[src/rtl/irq_dist_pkg.sv]
package irq_dist_pkg;
  localparam int unsigned DATA_W    = 64;
  localparam int unsigned NCPU      = 4;
  localparam int unsigned CPU_ID_W  = $clog2(NCPU);
  localparam int unsigned IDX_W     = 4;
  localparam int unsigned IDX_LSB   = 6;
  localparam int unsigned TIMER_BIT = 4;

  localparam logic [3:0]       ACC_BYTES     = 4'd8;
  localparam logic [IDX_W-1:0] IDX_STAT_BASE = IDX_W'(NCPU);
  localparam logic [IDX_W-1:0] IDX_PEND      = IDX_W'(2 * NCPU);
  localparam logic [IDX_W-1:0] IDX_MISC      = IDX_W'(2 * NCPU + 1);

  typedef enum logic [2:0] {
    ACC_MASK,
    ACC_STAT,
    ACC_PEND,
    ACC_MISC,
    ACC_BAD
  } acc_kind_e;
endpackage

[src/rtl/irq_dist_decode.sv]
module irq_dist_decode
  import irq_dist_pkg::*;
#(
  parameter int unsigned ADDR_W = 32
) (
  input  logic                valid_i,
  input  logic                write_i,
  input  logic [ADDR_W-1:0]   addr_i,
  input  logic [3:0]          size_i,
  input  logic [DATA_W-1:0]   wdata_i,
  output acc_kind_e           kind_o,
  output logic [CPU_ID_W-1:0] sel_o,
  output logic                err_o
);
  logic [IDX_W-1:0] idx;
  assign idx   = addr_i[IDX_LSB +: IDX_W];
  assign sel_o = idx[CPU_ID_W-1:0];

  always_comb begin
    if (idx < IDX_STAT_BASE)  kind_o = ACC_MASK;
    else if (idx < IDX_PEND)  kind_o = ACC_STAT;
    else if (idx == IDX_PEND) kind_o = ACC_PEND;
    else if (idx == IDX_MISC) kind_o = ACC_MISC;
    else                      kind_o = ACC_BAD;
  end

  always_comb begin
    err_o = 1'b0;
    if (valid_i) begin
      if (size_i != ACC_BYTES)                               err_o = 1'b1;
      else if (kind_o == ACC_BAD)                            err_o = 1'b1;
      else if (write_i && (kind_o inside {ACC_STAT, ACC_PEND})) err_o = 1'b1;
      else if (write_i && kind_o == ACC_MISC && !wdata_i[TIMER_BIT]) err_o = 1'b1;
    end
  end
endmodule

[src/rtl/irq_dist_slice.sv]
module irq_dist_slice
  import irq_dist_pkg::*;
(
  input  logic              clk_i,
  input  logic              rst_ni,
  input  logic [DATA_W-1:0] set_i,
  input  logic [DATA_W-1:0] clr_i,
  input  logic [DATA_W-1:0] pend_i,
  input  logic              mask_we_i,
  input  logic [DATA_W-1:0] mask_wdata_i,
  output logic [DATA_W-1:0] mask_o,
  output logic [DATA_W-1:0] status_o,
  output logic              irq_o
);
  logic [DATA_W-1:0] mask_d, base, status_d, overlap;

  assign overlap  = mask_wdata_i & pend_i;
  assign mask_d   = mask_we_i ? mask_wdata_i : mask_o;
  // mask write reloads status only when it hits pending requests
  assign base     = (mask_we_i && (overlap != '0)) ? overlap : status_o;
  assign status_d = (base | (set_i & mask_d)) & ~clr_i;

  always_ff @(posedge clk_i or negedge rst_ni) begin
    if (!rst_ni) begin
      mask_o   <= '0;
      status_o <= '0;
      irq_o    <= 1'b0;
    end else begin
      mask_o   <= mask_d;
      status_o <= status_d;
      irq_o    <= (status_d != '0);
    end
  end


  clr_removes_chk: assert property (@(posedge clk_i) disable iff (!rst_ni)
    (clr_i != '0) |=> ((status_o & $past(clr_i)) == '0));


  set_raises_chk: assert property (@(posedge clk_i) disable iff (!rst_ni)
    (!mask_we_i && ((set_i & mask_o & ~clr_i) != '0)) |=> irq_o);


  irq_hold_chk: assert property (@(posedge clk_i) disable iff (!rst_ni)
    (irq_o && clr_i == '0) |=> irq_o);
endmodule

[src/rtl/irq_dist.sv]
module irq_dist
  import irq_dist_pkg::*;
#(
  parameter int unsigned ADDR_W = 32
) (
  input  logic                clk_i,
  input  logic                rst_ni,
  input  logic                req_valid_i,
  input  logic                req_write_i,
  input  logic [ADDR_W-1:0]   req_addr_i,
  input  logic [3:0]          req_size_i,
  input  logic [DATA_W-1:0]   req_wdata_i,
  input  logic [CPU_ID_W-1:0] req_cpu_i,
  input  logic [DATA_W-1:0]   set_i,
  input  logic [DATA_W-1:0]   clr_i,
  input  logic                timer_evt_i,
  output logic                rsp_valid_o,
  output logic                rsp_err_o,
  output logic [DATA_W-1:0]   rsp_rdata_o,
  output logic [NCPU-1:0]     cpu_irq_o,
  output logic                timer_irq_o
);
  acc_kind_e           kind;
  logic [CPU_ID_W-1:0] sel;
  logic                err, acc_ok, misc_clr;
  logic [DATA_W-1:0]   pend_q, rd, misc_rd;
  logic [DATA_W-1:0]   mask_w [NCPU];
  logic [DATA_W-1:0]   stat_w [NCPU];

  irq_dist_decode #(.ADDR_W(ADDR_W)) i_decode (
    .valid_i (req_valid_i),
    .write_i (req_write_i),
    .addr_i  (req_addr_i),
    .size_i  (req_size_i),
    .wdata_i (req_wdata_i),
    .kind_o  (kind),
    .sel_o   (sel),
    .err_o   (err)
  );

  assign acc_ok   = req_valid_i && !err;
  assign misc_clr = acc_ok && req_write_i && (kind == ACC_MISC);

  for (genvar c = 0; c < NCPU; c++) begin : g_cpu
    irq_dist_slice i_slice (
      .clk_i        (clk_i),
      .rst_ni       (rst_ni),
      .set_i        (set_i),
      .clr_i        (clr_i),
      .pend_i       (pend_q),
      .mask_we_i    (acc_ok && req_write_i && kind == ACC_MASK && sel == CPU_ID_W'(c)),
      .mask_wdata_i (req_wdata_i),
      .mask_o       (mask_w[c]),
      .status_o     (stat_w[c]),
      .irq_o        (cpu_irq_o[c])
    );


    stat_in_pend_chk: assert property (@(posedge clk_i) disable iff (!rst_ni)
      (stat_w[c] & ~pend_q) == '0);
  end

  always_comb begin
    misc_rd = '0;
    misc_rd[TIMER_BIT] = timer_irq_o;
    misc_rd[CPU_ID_W-1:0] = req_cpu_i;
  end

  always_comb begin
    unique case (kind)
      ACC_MASK: rd = mask_w[sel];
      ACC_STAT: rd = stat_w[sel];
      ACC_PEND: rd = pend_q;
      ACC_MISC: rd = misc_rd;
      default:  rd = '0;
    endcase
  end

  always_ff @(posedge clk_i or negedge rst_ni) begin
    if (!rst_ni) begin
      pend_q      <= '0;
      timer_irq_o <= 1'b0;
      rsp_valid_o <= 1'b0;
      rsp_err_o   <= 1'b0;
      rsp_rdata_o <= '0;
    end else begin
      pend_q      <= (pend_q | set_i) & ~clr_i;
      // a new tick beats a software clear
      timer_irq_o <= timer_evt_i | (timer_irq_o & ~misc_clr);
      rsp_valid_o <= req_valid_i;
      rsp_err_o   <= err;
      rsp_rdata_o <= (acc_ok && !req_write_i) ? rd : '0;
    end
  end


  err_data_zero_chk: assert property (@(posedge clk_i) disable iff (!rst_ni)
    rsp_err_o |-> (rsp_rdata_o == '0));


  rsp_follows_req_chk: assert property (@(posedge clk_i) disable iff (!rst_ni)
    req_valid_i |=> rsp_valid_o);


  timer_set_chk: assert property (@(posedge clk_i) disable iff (!rst_ni)
    timer_evt_i |=> timer_irq_o);


  timer_clear_chk: assert property (@(posedge clk_i) disable iff (!rst_ni)
    (misc_clr && !timer_evt_i) |=> !timer_irq_o);
endmodule

[config.mk]
export PLATFORM = sky130hd
export DESIGN_NAME = irq_dist
export DESIGN_NICKNAME = d
export VERILOG_FILES = /design/src/rtl/irq_dist_pkg.sv /design/src/rtl/irq_dist_decode.sv /design/src/rtl/irq_dist_slice.sv /design/src/rtl/irq_dist.sv
export SDC_FILE = /design/constraint.sdc
export NUM_CORES = 1
export LEC_CHECK = 0
export BUFFER_PORTS_ARGS = -buffer_cell sky130_fd_sc_hd__clkbuf_2
export CAP_MARGIN = 20
export CORE_ASPECT_RATIO = 0.9
export CORE_UTILIZATION = 40
export DETAILED_ROUTE_END_ITERATION = 8
export GPL_TIMING_DRIVEN = 0
export MAX_ROUTING_LAYER = met4
export SYNTH_ARGS = -nofsm -noshare
export SYNTH_HDL_FRONTEND = slang
export SYNTH_SLANG_ARGS = --single-unit
[constraint.sdc]
create_clock -name clk_i -period 7.3 [get_ports clk_i]
set_clock_uncertainty 0.1 [all_clocks]
set_input_delay 0.365 -clock clk_i [delete_from_list [all_inputs] [get_ports clk_i]]
set_output_delay 0.365 -clock clk_i [all_outputs]
set_load 0.01 [all_outputs]
# Word level (Yosys, flattened, before mapping)
# Cells that the tools add are included.
[word_totals] regBits=647 latchBits=0 ram_bits=0 mem_bits_ro=0 inputBits=235 output_inout_bits=71 word_cells=102 memories=0
[op_classes] n_addsub=0 n_mul=0 div=0 magnitude_cmp=3 n_eq_ne=10 shift=0 muxes=25 bitwise=20 n_reduce_logical=27
[ops] op="$mux W64" n=13
[ops] op="$and A64 B64 Y64" n=10
[ops] op="$or A64 B64 Y64" n=5
[ops] op="$reduce_bool A64 Y1" n=5
[ops] op="$bmux W64 S2" n=2
[ops] op="$pmux W64 S4" n=1
[ops] op="$not A64 Y64" n=1
[ops] op="$logic_and A1 B1 Y1" n=16
[ops] op="$mux W3" n=4
[ops] op="$eq A4 B4 Y1 const B" n=2
[ops] op="$eq A3 B2 Y1 const B" n=2
[ops] op="$mux W1" n=5
[ops] op="$eq A2 B2 Y1 const B" n=2
[ops] op="$lt A4 B3 Y1 const B" n=1
[ops] op="$lt A4 B4 Y1 const B" n=1
[ops] op="$ne A4 B4 Y1 const B" n=1
[ops] op="$eq A3 B1 Y1 const B" n=1
[ops] op="$eq A3 B3 Y1 const B" n=1
[ops] op="$ge A3 B3 Y1 const B" n=1
[ops] op="$logic_not A1 Y1" n=3
[ops] op="$logic_not A3 Y1" n=1
[ops] op="$not A2 Y3" n=1
[ops] op="$eq A2 B1 Y1 const B" n=1
[ops] op="$logic_not A2 Y1" n=1
[ops] op="other kinds (4)" n=4

# Logic depth before layout (Yosys ltp)
[logic_depth] ltp_word=23 mapped_depth=12 ltp_nobuf=8

# By module
# Synthesis repeated with hierarchy kept, for this count alone.
[unflattened] hier_cells=4222 hier_area_um2=36023.3
[modules_own_cells] mod="irq_dist_slice" n_inst=4 cells_each=855 area_each_um2=6842.8 seq_area_each_um2=3228.1
[modules_own_cells] mod="irq_dist" n_inst=1 cells_each=790 area_each_um2=8569.5 seq_area_each_um2=3278.1
[modules_own_cells] mod="irq_dist_decode" n_inst=1 cells_each=12 area_each_um2=82.6 seq_area_each_um2=0.0

# Worst setup path before layout
# No wires, ideal clock.
[synth_timing] path_kind="input -> register" startpoint="input port req_size_i[1]" endpoint="register g_cpu[3].i_slice.irq_o" setup_time_ns=0.139 arrival_time_ns=2.899 required_ns=7.061 setup_slack_ns=4.162 path_stages=10 n_path_buf=3 path_cell_list="or4b_1 -> buf_2 -> or3_4 -> buf_6 -> buf_6 -> a311oi_1 -> a311oi_1 -> nor4_1 -> nand4_1 -> or4_1"
[synth_between] elab_chain_cells=13 word_cells_on_any_way=15 cone_classes="eq/ne (1); mux (4); bitwise (3); reduce/logical (7)"
[synth_rtl] item="start, declared" line_no="irq_dist.sv:11" text="input logic [3:0] req_size_i,"
[synth_rtl] item="$ne A4 B4 Y1 (*)" line_no="irq_dist_decode.sv:30" text="if (size_i != ACC_BYTES) err_o = 1'b1;"
[synth_rtl] item="$mux W1 (*)" line_no="irq_dist_decode.sv:30"
[synth_rtl] item="$mux W1 (*)" line_no="irq_dist_decode.sv:29" text="if (valid_i) begin"
[synth_rtl] item="$logic_not A1 Y1 (*)" line_no="irq_dist.sv:41" text="assign acc_ok = req_valid_i && !err;"
[synth_rtl] item="$logic_and A1 B1 Y1 (*)" line_no="irq_dist.sv:41"
[synth_rtl] item="$logic_and A1 B1 Y1 (*) (3 in series)" line_no="irq_dist.sv:51" text=".mask_we_i (acc_ok && req_write_i && kind == ACC_MASK && sel == CPU_ID_W'(c)),"
[synth_rtl] item="$mux W64 or $logic_and A1 B1 Y1 (tied branches)" line_no="irq_dist_slice.sv:18, irq_dist_slice.sv:20"
[synth_rtl] item="$and A64 B64 Y64 or $mux W64 (tied branches)" line_no="irq_dist_slice.sv:21, irq_dist_slice.sv:20"
[synth_rtl] item="$or A64 B64 Y64 (*)" line_no="irq_dist_slice.sv:21" text="assign status_d = (base | (set_i & mask_d)) & ~clr_i;"
[synth_rtl] item="$and A64 B64 Y64 (*)" line_no="irq_dist_slice.sv:21"
[synth_rtl] item="via g_cpu[3].i_slice.status_d[61]" line_no="irq_dist_slice.sv:15" text="logic [DATA_W-1:0] mask_d, base, status_d, overlap;"
[synth_rtl] item="$reduce_bool A64 Y1 (*)" line_no="irq_dist_slice.sv:31" text="irq_o <= (status_d != '0);"
[synth_rtl] item="end signal, assigned" line_no="irq_dist_slice.sv:31"
[synth_rtl] item="end, declared" line_no="irq_dist_slice.sv:13" text="output logic irq_o"
# Mark *: on every way through the listed nets, which the timed path passes. The rest lies on a longest branch.

# Worst setup path in the final report
[layout_timing] startpoint="register pend_q[37]" endpoint="register g_cpu[2].i_slice.irq_o"
[layout_between] elab_chain_cells=7
[layout_rtl] item="start, declared" line_no="irq_dist.sv:26" text="logic [DATA_W-1:0] pend_q, rd, misc_rd;"
[layout_rtl] item="start signal, assigned" line_no="irq_dist.sv:87" text="pend_q <= (pend_q | set_i) & ~clr_i;"
[layout_rtl] item="$and A64 B64 Y64 (*)" line_no="irq_dist_slice.sv:17" text="assign overlap = mask_wdata_i & pend_i;"
[layout_rtl] item="$reduce_bool A64 Y1" line_no="irq_dist_slice.sv:20" text="assign base = (mask_we_i && (overlap != '0)) ? overlap : status_o;"
[layout_rtl] item="$logic_and A1 B1 Y1" line_no="irq_dist_slice.sv:20"
[layout_rtl] item="$mux W64 (*)" line_no="irq_dist_slice.sv:20"
[layout_rtl] item="$or A64 B64 Y64 (*)" line_no="irq_dist_slice.sv:21"
[layout_rtl] item="$and A64 B64 Y64 (*)" line_no="irq_dist_slice.sv:21"
[layout_rtl] item="$reduce_bool A64 Y1 (*)" line_no="irq_dist_slice.sv:31"
[layout_rtl] item="end signal, assigned" line_no="irq_dist_slice.sv:31"
[layout_rtl] item="end, declared" line_no="irq_dist_slice.sv:13"
# Every way passes the cells marked *; elsewhere a longest branch is shown, timed or not.

==> impl_metrics.py <==
metrics = {
    "run_status": {
        "status": "finished, final reports clean",
    },
    "worst_hold_path": {
        "holdPathStages": 3,
        "hp-class": "in2reg",
        "min_to": "g_cpu[3].i_slice.mask_o[54]$_DFF_PN0_",
        "hold_path_startpoint": "req_wdata_i[54]",
    },
    "power": {
        "sw_frac_of_total_pct": 27.7,
        "p_clk_share_pct": 44.6,
        "p_int_mw": 6.20,
        "power_leakage_nw": 19.9,
        "ir_drop_v": 0.000161,
        "switchingPower_mw": 2.37,
        "combPwrFrac_pct": 11.0,
        "power_per_cell_area_nw_per_um2": 211,
        "seqPwrFrac_pct": 44.3,
    },
    "setup_path": {
        "critical_path_class": "reg2reg",
        "arrival_ps": 6660,
        "r2r_start": "pend_q[37]$_DFF_PN0_",
        "cp-start-kind": "flop",
        "cp-end-kind": "flop",
        "ff2ff_path_depth": 13,
        "r2r_slack_ps": 910,
        "cp.required_ps": 7570,
        "path_max_fanout": 10,
        "rr_endpoint": "g_cpu[2].i_slice.irq_o$_DFF_PN0_",
    },
    "placed_design": {
        "dpl_cell_area_um2": 36200,
        "portBuffers": 276,
        "dp_worst_setup_slack_ps": 1260,
        "place_congestion": 1.04,
        "dp_hpwl_mm": 133,
    },
    "final_layout": {
        "area_delta_synth_final_pct": 24.8,
        "nNetsFinal": 4171,
        "drive_above_1_share_pct": 15.7,
        "mostFrequentLayoutCells": "772 x nand2_1, 647 x dfrtp_1, 510 x nor2_1",
        "final_common_cell": "nand2_1",
        "fin_area_um2": 40500,
    },
    "synthesis": {
        "synthCells": 3339,
        "synth_edf_count": 0,
        "ys_seq_area_share_pct": 49.9,
        "synth_fp_nets": 3574,
        "yosys-top-cells-area": "dfrtp_1 50%, nand2_1 8.9%, mux4_2 8.9%",
        "syn_area_per_cell_um2": 9.73,
        "synth-seq-cells": 647,
        "synth_cell_types": 37,
        "yosys_warnings": 0,
        "synthArstFlopShare_pct": 100,
        "ys.flop_type": "dfrtp_1",
        "synth_top_area_share_pct": 49.9,
        "synth_area_um2": 32500,
        "synth_top_area_cell": "dfrtp_1",
    },
    "routing": {
        "vias_per_cell": 6.69,
        "drt_iter0_drc": 5816,
        "num_vias": 33800,
        "wl_per_cell_um": 36.4,
        "drt-total-wl_mm": 184,
        "drc": 0,
        "drtAntennaViolNets": 0,
        "dr.pass1.iters": 6,
    },
    "clock_network": {
        "cts_buffers": 74,
        "cts_root_buffer": "clkbuf_16",
        "clk_latency_ps": 660,
        "clkSinkCount": 647,
        "path_clk_slew_ps": 70,
        "clockBufferDepth": 3,
        "htreeDepth": 3,
        "cts_tree": "yes",
    },
    "global_route": {
        "grt_max_degree": 108,
        "grt_overflow": 0,
        "grt_pass1_wl_mm": 252,
        "grt_antenna_before_repair": 13,
        "grt_usage_pct": 45.7,
        "grt_pass1_vias": 31600,
    },
    "floorplan": {
        "die_w_um": 302,
        "start_util_pct": 40.6,
        "ioPinCount": 306,
        "die_y_um": 272,
        "rows": 98,
        "fp.coreArea_um2": 79900,
        "dieArea_um2": 82300,
    },
    "timing": {
        "worst_pin_slew_ps": 1370,
        "clock.fmax_ghz": 0.156,
        "finalHoldViolCount": 0,
        "rsz0062_at_grt": "false",
        "relSlewSlack_pct": 8.43,
        "fin_crit_sh_pct": 87.6,
        "min_period_ps": 6390,
        "setup_tns_ps": 0,
        "finalSetupViolCount": 0,
        "slew_violations": 0,
        "layout_setup_ws_ps": 906,
    },
    "run": {
        "drv_cap": 0,
    },
}
==> layer usage <==
layer  global-route usage (%)  up-vias  routed length, um  share of wire (%)
met3                     16.7      636              27300                 15
met2                     61.1     2895              74800                 41
li1                         -    13400                  -                  -
met5                        -        -                  0                  0
met4                     25.8        0              12400                6.7
met1                     59.2    16900              69900                 38
==> registers in the layout (all words and copies together) (netlist names) <==
signal and flops:
g_cpu.i_slice.irq_o 4, rsp_valid_o 1, rsp_err_o 1, pend_q 64, rsp_rdata_o 64, g_cpu.i_slice.mask_o 256, g_cpu.i_slice.status_o 256, timer_irq_o 1
==> logic make-up (layout without fill, tap and decap cells) <==
group | after synthesis | count (layout) | share of synthesized area, %
compound gates | 737 | 737 | 18.9
other cells | 0 | 20 | 0
buf+inv | 432 | 1081 | 5.25
flops | 647 | 647 | 49.9
mux | 134 | 134 | 9.06
simple gates | 1389 | 1389 | 17.0
==> power by group through the flow <==
stage | Clock [mW] | Sequential (mW) | Combinational, mW
final | 3.82 | 3.80 | 0.945
after global routing | 3.96 | 3.80 | 0.979
after CTS | 3.82 | 3.79 | 0.903
after detailed placement | 0 | 3.85 | 0.819
after global placement | 0 | 3.86 | 0.792
after floorplan | 0 | 3.80 | 0.341
==> area by class of cell <==
type                    count  area (um2)
diodes                     20        50.0
plain buffers             238         993
clock buffers             106        2230
clock inverters            22         173
fillers                  7523       39400
inverters                 194         728
multi-input cells        2260       14600
flip-flops and latches    647       16200
well taps                1050        1310
repair buffers            521        4270
==> cell usage after synthesis, types with 13 or more instances <==
cell type	count
clkbuf_1	192
a311oi_1	320
nand4_1	59
mux4_2	128
nor2_1	510
dfrtp_1	647
a311o_1	192
buf_1	22
nor4_1	30
inv_1	193
o21ai_1	64
nand2_1	772
a21oi_1	61
buf_2	13
a22oi_1	69
==> worst max-delay path by stage <==
| stage | from | end | cells past startpoint |
|---|---|---|---|
| global route | pend_q[37]$_DFF_PN0_ | g_cpu[2].i_slice.irq_o$_DFF_PN0_ | 13 |
| CTS | pend_q[37]$_DFF_PN0_ | g_cpu[0].i_slice.irq_o$_DFF_PN0_ | 13 |
| detailed placement | req_wdata_i[19] | g_cpu[0].i_slice.irq_o$_DFF_PN0_ | 14 |
| finish | pend_q[37]$_DFF_PN0_ | g_cpu[2].i_slice.irq_o$_DFF_PN0_ | 13 |
| global placement | rst_ni | g_cpu[2].i_slice.mask_o[24]$_DFF_PN0_ | 1 |
| floorplan | req_size_i[1] | g_cpu[3].i_slice.irq_o$_DFF_PN0_ | 10 |
==> stage by stage <==
stage / util [%] / total power [mW] / cells / hold slack (ps)
4_1_cts: 50.5 / 8.51 / 5031 / 3.33
2_1_floorplan: - / 4.14 / 3339 / -30.6
5_1_grt: 50.7 / 8.74 / 5052 / 18.8
3_3_place_gp: 44.0 / 4.65 / 4665 / 381
6_report: 50.7 / 8.57 / 5058 / 22.9
3_5_place_dp: 45.3 / 4.67 / 4723 / 380
==> critical path, stage by stage, from the launching register on <==
cell and delay [ps]:
dfrtp_1 680, a22oi_1 130, nand2_1 210, or3_1 180, or4_1 120, clkbuf_1 140
clkbuf_1 640, buf_8 250, clkbuf_1 690, clkbuf_1 990, a311o_1 400, nand4_1 170
nor4_1 930, nand4_1 440
==> timing repair <==
item | in CTS | in global routing
resized for setup | 0 | 0
buffers inserted | 0 | 0
endpoints found under the hold margin | 446 | 0
setup endpoints to repair | 0 | 0
hold buffers | 180 | 0
Note: power is estimated with default switching activity, not from simulation.
